--- config.mk ---
export PLATFORM = sky130hd
export DESIGN_NAME = edo_ctrl
export DESIGN_NICKNAME = d
export VERILOG_FILES = /design/src/rtl/edo_pkg.sv /design/src/rtl/edo_timer.sv /design/src/rtl/edo_fsm.sv /design/src/rtl/edo_datapath.sv /design/src/rtl/edo_ctrl.sv
export SDC_FILE = /design/constraint.sdc
export NUM_CORES = 1
export LEC_CHECK = 0
export BUFFER_PORTS_ARGS = -buffer_cell sky130_fd_sc_hd__buf_4
export CAP_MARGIN = 20
export CORE_ASPECT_RATIO = 0.5
export CORE_MARGIN = 10
export CORE_UTILIZATION = 30
export DETAILED_ROUTE_END_ITERATION = 8
export GPL_ROUTABILITY_DRIVEN = 0
export GPL_TIMING_DRIVEN = 0
export PLACE_DENSITY_LB_ADDON = 0.25
export SLEW_MARGIN = 20
export SYNTH_ARGS = -nofsm -noshare
export SYNTH_HDL_FRONTEND = slang
export SYNTH_HIERARCHICAL = 1
export SYNTH_SLANG_ARGS = --single-unit
export TNS_END_PERCENT = 30
--- constraint.sdc ---
create_clock -name clk -period 3.12 [get_ports clk]
set_input_delay 0 -clock clk [delete_from_list [all_inputs] [get_ports clk]]
set_output_delay 0 -clock clk [all_outputs]
set_load 0.1 [all_outputs]
--- src/rtl/edo_pkg.sv ---
package edo_pkg;

  typedef enum logic [2:0] {
    ST_IDLE,
    ST_ROW,
    ST_RCD,
    ST_CAS,
    ST_PRE,
    ST_REF
  } edo_state_e;

  function automatic int imax(input int a, input int b);
    return (a > b) ? a : b;
  endfunction

  // Cycles the column strobe must stay low on a read so that the row,
  // column-strobe and column-address access limits are all met at the
  // sampling edge.
  function automatic int rd_cas_cycles(input int t_rac, input int t_rcd,
                                       input int t_rah, input int t_cac,
                                       input int t_aa);
    int n;
    n = imax(t_cac, 1);
    n = imax(n, t_rac - t_rcd);
    n = imax(n, t_aa - (t_rcd - t_rah));
    return n;
  endfunction

  function automatic int cnt_bits(input int maxv);
    return imax(1, $clog2(maxv + 1));
  endfunction

endpackage

--- src/rtl/edo_timer.sv ---
module edo_timer #(
  parameter int W = 4
) (
  input  logic         clk,
  input  logic         rst_n,
  input  logic         load,
  input  logic [W-1:0] load_val,
  output logic [W-1:0] cnt,
  output logic         zero
);
  always_ff @(posedge clk or negedge rst_n) begin
    if (!rst_n)          cnt <= '0;
    else if (load)       cnt <= load_val;
    else if (cnt != '0)  cnt <= cnt - 1'b1;
  end

  assign zero = (cnt == '0);
endmodule

--- src/rtl/edo_fsm.sv ---
module edo_fsm
  import edo_pkg::*;
#(
  parameter int T_RP   = 8,
  parameter int T_RCD  = 5,
  parameter int T_RAH  = 2,
  parameter int T_RAC  = 13,
  parameter int T_CAC  = 4,
  parameter int T_AA   = 7,
  parameter int T_WCAS = 3,
  parameter int TW     = 4
) (
  input  logic          clk,
  input  logic          rst_n,
  input  logic          req,
  input  logic          req_we,
  input  logic          ref_req,
  input  logic [TW-1:0] tmr_cnt,
  input  logic          tmr_zero,
  output logic          tmr_load,
  output logic [TW-1:0] tmr_val,
  output logic          accept,
  output logic          ready,
  output logic          ref_gnt,
  output logic          ras_n,
  output logic          cas_act,
  output logic          we_n,
  output logic          oe_n,
  output logic          dq_oe,
  output logic          col_sel,
  output logic          capture
);
  localparam int RD_CYC = rd_cas_cycles(T_RAC, T_RCD, T_RAH, T_CAC, T_AA);

  edo_state_e state_q, state_d;
  logic       op_we_q;

  always_comb begin
    state_d  = state_q;
    tmr_load = 1'b0;
    tmr_val  = '0;
    case (state_q)
      ST_IDLE: begin
        if (ref_req)  state_d = ST_REF;
        else if (req) state_d = ST_ROW;
      end
      ST_ROW: begin
        state_d  = ST_RCD;
        tmr_load = 1'b1;
        tmr_val  = TW'(T_RCD - 1);
      end
      ST_RCD: if (tmr_zero) begin
        state_d  = ST_CAS;
        tmr_load = 1'b1;
        tmr_val  = op_we_q ? TW'(T_WCAS - 1) : TW'(RD_CYC - 1);
      end
      ST_CAS: if (tmr_zero) begin
        state_d  = ST_PRE;
        tmr_load = 1'b1;
        tmr_val  = TW'(T_RP - 1);
      end
      ST_PRE: if (tmr_zero) state_d = ST_IDLE;
      ST_REF: if (!ref_req) begin
        state_d  = ST_PRE;
        tmr_load = 1'b1;
        tmr_val  = TW'(T_RP - 1);
      end
      default: state_d = ST_IDLE;
    endcase
  end

  always_ff @(posedge clk or negedge rst_n) begin
    if (!rst_n) begin
      state_q <= ST_IDLE;
      op_we_q <= 1'b0;
    end else begin
      state_q <= state_d;
      if (accept) op_we_q <= req_we;
    end
  end

  assign ready   = (state_q == ST_IDLE) && !ref_req;
  assign accept  = ready && req;
  assign ref_gnt = (state_q == ST_REF);
  assign ras_n   = !((state_q == ST_RCD) || (state_q == ST_CAS));
  assign cas_act = (state_q == ST_CAS);
  assign we_n    = !(op_we_q && ((state_q == ST_ROW) || (state_q == ST_RCD) ||
                                 (state_q == ST_CAS)));
  assign oe_n    = !((state_q == ST_CAS) && !op_we_q);
  assign dq_oe   = op_we_q && ((state_q == ST_RCD) || (state_q == ST_CAS));
  assign col_sel = (state_q == ST_CAS) ||
                   ((state_q == ST_RCD) && (tmr_cnt < TW'(T_RCD - T_RAH)));
  assign capture = (state_q == ST_CAS) && tmr_zero && !op_we_q;

  // Run length of the row strobe's high phase; reset counts as precharged.
  logic [TW-1:0] hi_run;
  always_ff @(posedge clk or negedge rst_n) begin
    if (!rst_n)                       hi_run <= TW'(T_RP);
    else if (!ras_n)                  hi_run <= '0;
    else if (hi_run < TW'(T_RP))      hi_run <= hi_run + 1'b1;
  end


  precharge_gap_chk: assert property (@(posedge clk) disable iff (!rst_n)
    $fell(ras_n) |-> (hi_run >= TW'(T_RP)));


  driver_turn_on_chk: assert property (@(posedge clk) disable iff (!rst_n)
    $rose(dq_oe) |-> $past(ras_n && !cas_act));


  no_bus_fight_chk: assert property (@(posedge clk) disable iff (!rst_n)
    dq_oe |-> oe_n);


  early_write_chk: assert property (@(posedge clk) disable iff (!rst_n)
    ($rose(cas_act) && !we_n) |-> $past(!we_n));


  refresh_quiet_chk: assert property (@(posedge clk) disable iff (!rst_n)
    ref_gnt |-> (ras_n && !cas_act && !dq_oe));


  grant_cause_chk: assert property (@(posedge clk) disable iff (!rst_n)
    $rose(ref_gnt) |-> $past(ref_req));


  busy_after_take_chk: assert property (@(posedge clk) disable iff (!rst_n)
    accept |=> !ready);
endmodule

--- src/rtl/edo_datapath.sv ---
module edo_datapath #(
  parameter int ROW_W  = 9,
  parameter int COL_W  = 9,
  parameter int DATA_W = 16
) (
  input  logic                     clk,
  input  logic                     rst_n,
  input  logic                     accept,
  input  logic [ROW_W+COL_W-1:0]   req_addr,
  input  logic [DATA_W/8-1:0]      req_be,
  input  logic [DATA_W-1:0]        req_wdata,
  input  logic                     col_sel,
  input  logic                     cas_act,
  input  logic                     capture,
  output logic [ROW_W-1:0]         mem_addr,
  output logic [DATA_W/8-1:0]      cas_n,
  output logic [DATA_W-1:0]        dq_out,
  input  logic [DATA_W-1:0]        dq_in,
  output logic [DATA_W-1:0]        rd_data,
  output logic                     rd_valid
);
  localparam int LANES  = DATA_W / 8;
  localparam int ADDR_W = ROW_W + COL_W;

  logic [ADDR_W-1:0] addr_q;
  logic [LANES-1:0]  be_q;
  logic [DATA_W-1:0] wdata_q;

  always_ff @(posedge clk or negedge rst_n) begin
    if (!rst_n) begin
      addr_q  <= '0;
      be_q    <= '0;
      wdata_q <= '0;
    end else if (accept) begin
      addr_q  <= req_addr;
      be_q    <= req_be;
      wdata_q <= req_wdata;
    end
  end

  assign mem_addr = col_sel ? ROW_W'(addr_q[COL_W-1:0]) : addr_q[ADDR_W-1:COL_W];
  assign dq_out   = wdata_q;

  for (genvar g = 0; g < LANES; g++) begin : g_lane
    assign cas_n[g] = !(cas_act && be_q[g]);
    always_ff @(posedge clk or negedge rst_n) begin
      if (!rst_n)       rd_data[g*8 +: 8] <= '0;
      else if (capture) rd_data[g*8 +: 8] <= be_q[g] ? dq_in[g*8 +: 8] : 8'h00;
    end
  end

  always_ff @(posedge clk or negedge rst_n) begin
    if (!rst_n) rd_valid <= 1'b0;
    else        rd_valid <= capture;
  end


  column_steady_chk: assert property (@(posedge clk) disable iff (!rst_n)
    (cas_act && $past(cas_act)) |-> $stable(mem_addr));
endmodule

--- src/rtl/edo_ctrl.sv ---
module edo_ctrl
  import edo_pkg::*;
#(
  parameter int ROW_W  = 9,
  parameter int COL_W  = 9,
  parameter int DATA_W = 16,
  parameter int T_RP   = 8,
  parameter int T_RCD  = 5,
  parameter int T_RAH  = 2,
  parameter int T_RAC  = 13,
  parameter int T_CAC  = 4,
  parameter int T_AA   = 7,
  parameter int T_WCAS = 3
) (
  input  logic                   clk,
  input  logic                   rst_n,
  input  logic                   req,
  input  logic                   req_we,
  input  logic [ROW_W+COL_W-1:0] req_addr,
  input  logic [1:0]             req_be,
  input  logic [DATA_W-1:0]      req_wdata,
  output logic                   ready,
  output logic [DATA_W-1:0]      rd_data,
  output logic                   rd_valid,
  input  logic                   ref_req,
  output logic                   ref_gnt,
  output logic                   dram_ras_n,
  output logic                   dram_lcas_n,
  output logic                   dram_ucas_n,
  output logic                   dram_we_n,
  output logic                   dram_oe_n,
  output logic [ROW_W-1:0]       dram_addr,
  output logic [DATA_W-1:0]      dram_dq_out,
  output logic                   dram_dq_oe,
  input  logic [DATA_W-1:0]      dram_dq_in
);
  localparam int RD_CYC = rd_cas_cycles(T_RAC, T_RCD, T_RAH, T_CAC, T_AA);
  localparam int MAXT   = imax(imax(T_RP, T_RCD), imax(RD_CYC, T_WCAS));
  localparam int TW     = cnt_bits(MAXT);

  logic          tmr_load, tmr_zero;
  logic [TW-1:0] tmr_val, tmr_cnt;
  logic          accept, cas_act, col_sel, capture;
  logic [1:0]    cas_n;

  edo_timer #(.W(TW)) u_timer (
    .clk(clk), .rst_n(rst_n), .load(tmr_load), .load_val(tmr_val),
    .cnt(tmr_cnt), .zero(tmr_zero)
  );

  edo_fsm #(
    .T_RP(T_RP), .T_RCD(T_RCD), .T_RAH(T_RAH), .T_RAC(T_RAC),
    .T_CAC(T_CAC), .T_AA(T_AA), .T_WCAS(T_WCAS), .TW(TW)
  ) u_fsm (
    .clk(clk), .rst_n(rst_n), .req(req), .req_we(req_we), .ref_req(ref_req),
    .tmr_cnt(tmr_cnt), .tmr_zero(tmr_zero), .tmr_load(tmr_load),
    .tmr_val(tmr_val), .accept(accept), .ready(ready), .ref_gnt(ref_gnt),
    .ras_n(dram_ras_n), .cas_act(cas_act), .we_n(dram_we_n),
    .oe_n(dram_oe_n), .dq_oe(dram_dq_oe), .col_sel(col_sel),
    .capture(capture)
  );

  edo_datapath #(.ROW_W(ROW_W), .COL_W(COL_W), .DATA_W(DATA_W)) u_dp (
    .clk(clk), .rst_n(rst_n), .accept(accept), .req_addr(req_addr),
    .req_be(req_be), .req_wdata(req_wdata), .col_sel(col_sel),
    .cas_act(cas_act), .capture(capture), .mem_addr(dram_addr),
    .cas_n(cas_n), .dq_out(dram_dq_out), .dq_in(dram_dq_in),
    .rd_data(rd_data), .rd_valid(rd_valid)
  );

  assign dram_lcas_n = cas_n[0];
  assign dram_ucas_n = cas_n[1];


  cas_inside_ras_chk: assert property (@(posedge clk) disable iff (!rst_n)
    (!dram_lcas_n || !dram_ucas_n) |-> !dram_ras_n);


  read_not_write_chk: assert property (@(posedge clk) disable iff (!rst_n)
    !dram_oe_n |-> dram_we_n);


  valid_after_read_chk: assert property (@(posedge clk) disable iff (!rst_n)
    rd_valid |-> $past(!dram_oe_n));
endmodule

==> reports/metrics.csv, run 1 <==
stage;metric;value;unit
run_status;status;complete, no violations;
detailed_routing;vias per cell;4.36;
clock_tree;Root Buffer;clkbuf_16;
detailed_routing;Iteration-0 DRC Markers;99;
clock_tree;Sink Count;61;
worst_setup_path;R2R Path Start;u_timer/cnt[0]$_DFFE_PN0P_;
sta;Worst Max-Slew Pin Slew;0.794;ns
detailed_routing;DR pass1 iterations;4;
worst_setup_path;Max Fanout on Critical Path;10;
worst_setup_path;number of stages on the worst setup path;7;
worst_setup_path;CP peak stage delay;0.57;ns
logic_synthesis;largest family of logic cells by synthesized area;multiplexers;
detailed_routing;Vias;2340;
sta;Max Freq;396;MHz
sta;clk_skew;0.00494;ns
logic_synthesis;Unique masters post-synth;40;
grt;GRT Util Overall;0.117;
floorplanning;core area;0.00942;mm²
floorplanning;num rows;25;
logic_synthesis;EDFF count, synth;0;
logic_synthesis;ys async rst share;1.00;
grt;initial antenna violation count;0;
sta;unrepaired setup endpoints after global routing;false;
clock_tree;setup bufs post-CTS;0;
worst_setup_path;CP max-delay cell;nor3_1;
worst_setup_path;critical path required time;3.29;ns
logic_synthesis;Compound-Gate Fraction of Synth Area;0.0631;
clock_tree;H-tree levels;3;
logic_synthesis;Synth Area in Adders;0.00433;
sta;Rel. slew slack;0.471;
sta;Max Transition Viols Final;0;
detailed_routing;routed length per placed instance;15.3;µm
grt;vias in the first global route;2584;
sta;setup TNS;0;ns
sta;final hold vios;0;
layout;Layout area overhead;61.7;%
worst_setup_path;FF-to-FF End;u_dp/rd_data[5]$_DFFE_PN0P_;
grt;GRT overflow;0;
detailed_routing;antenna-violating nets left;0;
placement;Post-DP HPWL;5840;µm
grt;largest net degree at the start of global routing;62;
clock_tree;Max clock buf depth;2;
sta;Final setup viols;0;
logic_synthesis;mux contribution to synthesized area;0.230;
logic_synthesis;most used flip-flop cell after synthesis;dfrtp_1;
min_path;Min-Delay Path Class;input port to register;
worst_setup_path;origin of the worst setup path;u_timer/cnt[0]$_DFFE_PN0P_;
layout;Ant. Diodes;0;
worst_setup_path;crit path DAT;2.70;ns
detailed_routing;residual DRC count;0;
floorplanning;Die H;89.4;µm
clock_tree;CTS buffer count;9;
layout;share of cells above drive strength 1;0.450;
worst_setup_path;cells on worst reg2reg path;7;
sta;Tcrit/Tclk final;0.809;
worst_setup_path;crit end category;register;
clock_tree;Clock transition at path regs;0.05;ns
floorplanning;die span in x;159;µm
logic_synthesis;Synthesized Nets;285;
logic_synthesis;Simple-Gate Fraction of Synth Area;0.0930;
clock_tree;latest clock arrival within the worst-skew pair;0.32;ns
layout;final instance area;0.00468;mm²
detailed_routing;final wirelength;8230;µm
logic_synthesis;Avg Cell Area, Syn;12.7;µm²
worst_setup_path;Top Family by Delay on Critical Path;simple AND/OR/NAND/NOR gates;
logic_synthesis;register area share after synthesis;0.528;
logic_synthesis;Synth Area in XOR/XNOR;0.00606;
clock_tree;CTS tree;done;
floorplanning;Initial Util;0.307;
layout;final net count;456;
sta;setup ws final;0.595;ns
sta;Tmin final;2.52;ns
floorplanning;Die ar.;0.0142;mm²
worst_setup_path;R2R setup slack;0.60;ns
placement;DP Worst Slack;0.628;ns
worst_setup_path;Crit Path Category;register to register;
logic_synthesis;Yosys reg bits;61;
grt;first-pass GRT wire length;13200;µm
logic_synthesis;Mapped Area;0.00289;mm²
floorplanning;I/O pin count;107;
worst_setup_path;crit path capture;u_dp/rd_data[5]$_DFFE_PN0P_;
logic_synthesis;Syn Inst Count;227;
placement;port bufs;106;
flow_run;Max Cap Viol;0;
worst_setup_path;Worst Setup Start Kind;register;
placement;Placed Area;0.00386;mm²
sta;hold_ws;0.0461;ns
worst_setup_path;crit path buf inv count;2;
logic_synthesis;YS warnings;6;
min_path;worst hold stages;4;
worst_setup_path;CP Cell Sequence;inv_1, ha_1, nor3b_4, nand2b_1, nor3_1, clkbuf_1, o21ai_0;
state kept, by name, indices dropped and copies added, names as in the netlist:
name and cells:
u_dp/dq_out 16, u_dp/rd_valid 1, u_fsm/state_q 3, u_dp/rd_data 16, u_dp/be_q 2, u_fsm/op_we_q 1, u_timer/cnt 4, u_dp/addr_q 18
worst reg2reg max path: cells and delay by family, from the launching register on:
kind | cells | cell delay, ns
AND/OR/NAND/NOR | 3 | 1.14
buffers and inverters | 2 | 0.46
flip-flops | 1 | 0.39
adder cells (fa/ha/maj) | 1 | 0.22
AO/OA/AOI/OAI | 1 | 0.17
cells in the mapped netlist, drive strengths merged, types with 2 or more instances:
library cell	number	area [µm²]
clkbuf	4	15.0
nand2b	2	12.5
nor3b	2	26.3
dfrtp	61	1530
mux2i	2	20.0
mux2	47	646
xnor2	2	17.5
buf	11	121
and3	2	12.5
o21ai	21	105
nor2	5	18.8
nor3	4	20.0
a2bb2oi	2	17.5
and2	2	15.0
a21oi	2	10.0
nand2	7	28.8
inv	21	78.8
nand3	16	80.1
logic make-up (layout without fill, tap and decap cells):
group | count (synthesis) | count (layout)
simple gates | 46 | 46
buf+inv | 36 | 211
compound gates | 31 | 31
xor+xnor | 2 | 2
flops | 61 | 61
fa+ha+maj | 1 | 1
other cells | 1 | 1
mux | 49 | 49
layout by cell type, fill, tap and decap left out, types with 2 or more instances in the layout:
master         Yosys  final
buf_4              1    107
o21ai_0           20     20
nand2_1            6      6
mux2_2            16     16
clkbuf_1           4      6
clkbuf_16          0      9
nand3_1           16     16
xnor2_1            2      2
and3_1             2      2
mux2i_1            2      2
dlygate4sd3_1      0     54
inv_1             21     21
buf_2              4      4
mux2_4            31     31
nor2_1             5      5
a2bb2oi_1          2      2
nor3_1             4      4
buf_6              3      3
clkbuf_8           0      3
nand2b_1           2      2
buf_12             3      3
dfrtp_1           61     61
a21oi_1            2      2
timing repair:
item,4_1_cts,5_1_grt
resized for setup,0,0
hold buffers,54,0
setup endpoints to repair,0,0
endpoints found under the hold margin,114,0
cell type report:
type | instances | area (µm²)
tap | 135 | 169
inverter | 21 | 78.8
timing repair buffer | 160 | 1340
buffer | 15 | 136
fill | 855 | 4740
multi-input combinational | 130 | 1150
clock inverter | 1 | 5.00
sequential | 61 | 1530
clock buffer | 14 | 274
per-stage QoR:
| stage | instances | util |
|---|---|---|
| global placement | 468 | 0.410 |
| global route | 537 | 0.497 |
| finish | 537 | 0.497 |
| detailed placement | 468 | 0.410 |
| CTS | 537 | 0.497 |
| floorplan | 227 | - |
layer usage:
metal / GRT usage / vias up / share of wire
met5: 0 / - / 0
met4: 0.0418 / 0 / 0.011
met3: 0.0400 / 7 / 0.041
met2: 0.222 / 50 / 0.56
met1: 0.120 / 1165 / 0.39
li1: - / 1118 / -
worst min path at each step:
| stage | to | from | slack [ns] |
|---|---|---|---|
| after floorplan | u_dp/addr_q[0]$_DFFE_PN0P_ | rst_n | -0.30 |
| after global placement | u_fsm/state_q[2]$_DFFE_PN0P_ | rst_n | 0.12 |
| after detailed placement | u_fsm/state_q[2]$_DFFE_PN0P_ | rst_n | 0.15 |
| after CTS | u_timer/cnt[0]$_DFFE_PN0P_ | ref_req | 0.03 |
| after global routing | u_timer/cnt[0]$_DFFE_PN0P_ | ref_req | 0.06 |
| final | u_timer/cnt[0]$_DFFE_PN0P_ | ref_req | 0.05 |
Power of run 1 is not shown: default switching activity piles up to over one toggle a cycle in this logic, so the estimate is an artifact.
==> inputs of run 2 (changes only) <==
==> constraint.sdc (replaced) <==
create_clock -name clk -period 2.3 [get_ports clk]
set_input_delay 0 -clock clk [delete_from_list [all_inputs] [get_ports clk]]
set_output_delay 0 -clock clk [all_outputs]
set_load 0.1 [all_outputs]
==> run 2 against run 1 <==
Via count rose by 0.43%. Non-clock buffer count up 4. Sequential share of layout area shrank 0.71 points. Die area unchanged. Core utilization grew 1.1 points. Setup slack worse by 0.48 ns.
==> reports/metrics.csv, run 2 (synthesis gave the netlist of run 1 again) <==
stage;metric;value;unit;change
layout;max reg flops;18;;unchanged
clock_tree;latest clock arrival within the worst-skew pair;0.32;ns;about the same
floorplanning;Die ar.;0.0142;mm²;unchanged
min_path;Min-Delay Path Class;input port to register;;
layout;Layout area overhead;65.3;%;
worst_setup_path;origin of the worst setup path;u_fsm/state_q[2]$_DFFE_PN0P_;;
floorplanning;core area;0.00942;mm²;unchanged
sta;Max Freq;458;MHz;
layout;final net count;460;;+0.88%
placement;Post-DP HPWL;5840;µm;-0.11%
worst_setup_path;R2R setup slack;0.17;ns;-0.43 ns
sta;setup TNS;0;ns;unchanged
layout;commonest non-fill, non-tap cell in the layout;buf_4;;
sta;clk_skew;0.00312;ns;-0.00182 ns
layout;final instance area;0.00478;mm²;+2.2%
worst_setup_path;crit path capture;dram_addr[7];;
placement;Placed Area;0.00387;mm²;+0.26%
sta;Rel. slew slack;0.458;;-0.0129
detailed_routing;DR pass1 iterations;4;;unchanged
worst_setup_path;critical path required time;2.30;ns;-0.99 ns
clock_tree;Sink Count;61;;unchanged
worst_setup_path;cells on worst reg2reg path;8;;+1
detailed_routing;antenna-violating nets left;0;;unchanged
floorplanning;I/O pin count;107;;unchanged
grt;largest net degree at the start of global routing;62;;unchanged
worst_setup_path;crit path DAT;2.18;ns;-0.52 ns
sta;hold_ws;0.0451;ns;-0.000971 ns
sta;Tcrit/Tclk final;0.950;;
clock_tree;Max clock buf depth;2;;unchanged
grt;GRT Util Overall;0.119;;+0.00268
detailed_routing;routed length per placed instance;15.6;µm;+1.5%
grt;initial antenna violation count;1;;+1
clock_tree;Root Buffer;clkbuf_16;;
sta;Tmin final;2.18;ns;
detailed_routing;Vias;2350;;+0.43%
detailed_routing;vias per cell;4.33;;-0.68%
placement;port bufs;106;;unchanged
worst_setup_path;FF-to-FF End;u_dp/rd_data[9]$_DFFE_PN0P_;;
layout;# fillers;830;;-2.9%
layout;Top reg by flops;u_dp/addr_q;;
sta;Max Transition Viols Final;0;;unchanged
worst_setup_path;Worst Setup Start Kind;register;;
clock_tree;CTS buffer count;9;;unchanged
run_status;status;complete, no violations;;
floorplanning;Initial Util;0.307;;unchanged
grt;vias in the first global route;2578;;-0.23%
clock_tree;H-tree levels;3;;unchanged
flow_run;Max Cap Viol;0;;unchanged
grt;GRT overflow;0;;unchanged
worst_setup_path;R2R Path Start;u_timer/cnt[0]$_DFFE_PN0P_;;
detailed_routing;final wirelength;8450;µm;+2.6%
sta;Worst Max-Slew Pin Slew;0.813;ns;+0.0193 ns
detailed_routing;Iteration-0 DRC Markers;99;;unchanged
min_path;hold wc startpoint;ref_req;;
worst_setup_path;crit end category;primary output;;
worst_setup_path;Crit Path Category;register to primary output;;
layout;share of cells above drive strength 1;0.467;;+0.0166
floorplanning;num rows;25;;unchanged
floorplanning;die span in x;159;µm;unchanged
clock_tree;CTS tree;done;;
floorplanning;Die H;89.4;µm;unchanged
detailed_routing;residual DRC count;0;;unchanged
sta;final hold vios;0;;unchanged
sta;Final setup viols;0;;unchanged
worst_setup_path;Max Fanout on Critical Path;9;;-1
clock_tree;Clock transition at path regs;0.05;ns;about the same
layout;most frequent cells in the layout;buf_4, dfrtp_1, dlygate4sd3_1;;
grt;first-pass GRT wire length;13500;µm;+2.1%
[run 2: cell count changes in the layout (fill, tap and decap cells not counted), sizes merged]
cell,delta
buf,+4
bufinv,+2
clkbuf,-2
clkinv,+1
diode,+1
[run 2: area by class of cell]
cell class                      instances  area [µm²]  area share
Tap cell                              135         169      0.0353
Buffer                                 15         149      0.0311
Clock buffer                           12         256      0.0537
Timing Repair Buffer                  164        1370       0.286
Multi-Input combinational cell        130        1160       0.243
Antenna cell                            1        2.50    0.000523
Clock inverter                          4        70.1      0.0147
Sequential cell                        61        1530       0.319
Inverter                               21        78.8      0.0165
[run 2: what timing repair did]
action / in CTS / in global routing
resized for setup: 1 / 5
hold endpoints to repair: 114 / 0
buffers inserted: 0 / 4
hold buffers: 54 / 0
endpoints found under the setup margin: 16 / 18
[run 2: layer usage]
| metal | track usage | part of all wire | vias up |
|---|---|---|---|
| met4 | 0.0485 | 0.020 | 0 |
| li1 | - | - | 1129 |
| met2 | 0.218 | 0.55 | 41 |
| met3 | 0.0395 | 0.037 | 13 |
| met1 | 0.128 | 0.40 | 1167 |
| met5 | 0 | 0 | - |
[run 2: critical path: stages, from the launching register on]
cell and delay (ns):
dfrtp_1 0.37, buf_6 0.14, inv_1 0.16, nand2_2 0.16, a21oi_1 0.16, buf_2 0.27
mux2_2 0.37, buf_4 0.23
[run 2: worst min path at each step]
stage	endpoint	slack, ns	cells past startpoint
floorplan	u_dp/addr_q[0]$_DFFE_PN0P_	-0.30	0
global placement	u_fsm/state_q[2]$_DFFE_PN0P_	0.12	1
detailed placement	u_fsm/state_q[0]$_DFFE_PN0P_	0.14	1
CTS	u_timer/cnt[0]$_DFFE_PN0P_	0.04	4
global route	u_fsm/state_q[2]$_DFFE_PN0P_	0.05	3
finish	u_timer/cnt[0]$_DFFE_PN0P_	0.05	4
[run 2: through the flow]
step                      utilization  instances  worst slack (ns)
after floorplan                     -        227            -0.270
after global placement          0.411        468           -0.0865
after detailed placement        0.411        468            -0.175
after CTS                       0.503        538            0.0147
after global routing            0.508        543           -0.0109
final                           0.508        543             0.116
Power of run 2 is left out for the same reason.
==> inputs of run 3 (changes only) <==
--- a/config.mk
+++ b/config.mk
@@ -14,6 +14,7 @@
 export GPL_ROUTABILITY_DRIVEN = 0
 export GPL_TIMING_DRIVEN = 0
 export PLACE_DENSITY_LB_ADDON = 0.25
+export RECOVER_POWER = 50
 export SLEW_MARGIN = 20
 export SYNTH_ARGS = -nofsm -noshare
 export SYNTH_HDL_FRONTEND = slang
==> run 3 against run 2 <==
Maximum frequency hardly changed. Die area stayed put. The run now ends with capacitance limit, slew limit left. Core utilization is 1.0 points lower. Cell area is 2.0% lower. Global-route usage stayed put. Largest cell class unchanged.
==> reports/metrics.csv, run 3 (synthesis gave the netlist of run 1 again) <==
stage;metric;value;unit;change
sta;clk_skew;0.00302;ns;-0.0000957 ns
layout;Layout area overhead;61.9;%;
layout;most frequent cells in the layout;buf_4, dfrtp_1, dlygate4sd3_1;;
grt;vias in the first global route;2578;;unchanged
grt;routing usage on met1;0.128;;unchanged
grt;first-pass GRT wire length;13500;µm;unchanged
sta;Max Freq;457;MHz;about the same
floorplanning;I/O pin count;107;;unchanged
floorplanning;die span in x;159;µm;unchanged
floorplanning;core area;0.00942;mm²;unchanged
sta;Final setup viols;0;;unchanged
clock_tree;Max clock buf depth;2;;unchanged
worst_setup_path;origin of the worst setup path;u_fsm/state_q[2]$_DFFE_PN0P_;;
placement;port bufs;106;;unchanged
run_status;status;finished with violations;;
clock_tree;CTS tree;done;;
floorplanning;Die ar.;0.0142;mm²;unchanged
layout;max reg flops;18;;unchanged
grt;GRT Util Overall;0.119;;unchanged
detailed_routing;Iteration-0 DRC Markers;109;;+10%
layout;final net count;460;;unchanged
sta;setup TNS;0;ns;unchanged
min_path;Min-Delay Path Class;input port to register;;
detailed_routing;residual DRC count;0;;unchanged
grt;grt peak-use layer;met2;;
detailed_routing;Vias;2354;;+0.17%
layout;FF+latch area;0.00153;mm²;unchanged
clock_tree;Clock transition at path regs;0.05;ns;about the same
sta;Max Transition Viols Final;62;;+62
floorplanning;Initial Util;0.307;;unchanged
detailed_routing;antenna-violating nets left;0;;unchanged
layout;# fillers;852;;+2.7%
placement;Post-DP HPWL;5840;µm;unchanged
worst_setup_path;R2R setup slack;0.19;ns;+0.02 ns
flow_run;Max Cap Viol;1;;+1
layout;Top reg by flops;u_dp/addr_q;;
detailed_routing;vias per cell;4.34;;+0.17%
worst_setup_path;R2R Path Start;u_timer/cnt[0]$_DFFE_PN0P_;;
sta;Worst Max-Slew Pin Slew;1.59;ns;+0.774 ns
layout;commonest non-fill, non-tap cell in the layout;buf_4;;
grt;M3 GR Usage;0.0395;;unchanged
clock_tree;latest clock arrival within the worst-skew pair;0.32;ns;about the same
worst_setup_path;critical path required time;2.30;ns;about the same
worst_setup_path;Worst Setup Start Kind;register;;
clock_tree;H-tree levels;3;;unchanged
grt;initial antenna violation count;1;;unchanged
sta;Rel. slew slack;-0.0583;;-0.516
grt;largest net degree at the start of global routing;62;;unchanged
floorplanning;Die H;89.4;µm;unchanged
sta;Tmin final;2.19;ns;+0.00196 ns
layout;share of cells above drive strength 1;0.405;;-0.0614
floorplanning;num rows;25;;unchanged
worst_setup_path;Max Fanout on Critical Path;9;;unchanged
clock_tree;CTS buffer count;9;;unchanged
grt;GRT overflow;0;;unchanged
detailed_routing;routed length per placed instance;15.6;µm;about the same
min_path;hold wc startpoint;ref_req;;
grt;GR Util met2;0.218;;unchanged
layout;Multi-input gate area;0.00116;mm²;unchanged
worst_setup_path;Crit Path Category;register to primary output;;
run_status;failing checks;capacitance limit, slew limit;;
detailed_routing;final wirelength;8440;µm;about the same
sta;final hold vios;0;;unchanged
clock_tree;Sink Count;61;;unchanged
sta;Tcrit/Tclk final;0.950;;about the same
detailed_routing;DR pass1 iterations;5;;+1
worst_setup_path;crit end category;primary output;;
worst_setup_path;crit path DAT;2.19;ns;about the same
clock_tree;Root Buffer;clkbuf_16;;
run 3: cell types whose count changed in the layout (fill, tap and decap cells not counted), sizes merged:
cell,delta
buf,-26
clkbuf,+26
run 3: final timing paths:
path	to	depth (start not counted)
setup / recovery	dram_addr[7]	7
hold / removal	u_timer/cnt[0]$_DFFE_PN0P_	4
setup reg to reg	u_dp/rd_data[9]$_DFFE_PN0P_	8
hold reg to reg	u_dp/addr_q[11]$_DFFE_PN0P_	1
max in group asynchronous	u_dp/addr_q[7]$_DFFE_PN0P_	2
min in group asynchronous	u_fsm/state_q[0]$_DFFE_PN0P_	2
run 3: cell type report:
type | instances | area share
flip-flops and latches | 61 | 0.326
plain buffers | 15 | 0.0318
multi-input cells | 130 | 0.248
repair buffers | 164 | 0.271
clock buffers | 12 | 0.0548
diodes | 1 | 0.000534
clock inverters | 4 | 0.0150
inverters | 21 | 0.0168
well taps | 135 | 0.0361
run 3: stage by stage:
stage | cells | utilization | instance area (µm²) | setup WS [ns] | hold slack [ns]
5_1_grt | 543 | 0.498 | 4680 | -0.0109 | 0.0467
3_5_place_dp | 468 | 0.411 | 3870 | -0.175 | 0.138
3_3_place_gp | 468 | 0.411 | 3870 | -0.0865 | 0.124
4_1_cts | 538 | 0.503 | 4740 | 0.0147 | 0.0358
6_report | 543 | 0.498 | 4680 | 0.114 | 0.0448
2_1_floorplan | 227 | - | 2900 | -0.270 | -0.296
run 3: timing repair:
action / 4_1_cts / 5_1_grt
setup buffers: 0 / 4
hold endpoints to repair: 114 / 0
gates resized for setup: 1 / 5
hold buffers: 54 / 0
endpoints found under the setup margin: 16 / 18
cloned: 0 / 0
run 3: critical path, stage by stage (launching register included):
cell and delay (ns):
dfrtp_1 0.37, buf_6 0.14, inv_1 0.16, nand2_2 0.16, a21oi_1 0.16, buf_2 0.27
mux2_2 0.37, buf_4 0.23
run 3: layer usage:
layer | wire length, µm | share of wire | vias to the layer above
li1 | - | - | 1129
met1 | 3350 | 0.40 | 1164
met2 | 4610 | 0.55 | 48
met3 | 320 | 0.038 | 13
met4 | 167 | 0.020 | 0
met5 | 0 | 0 | -
Power of run 3 is left out for the same reason.
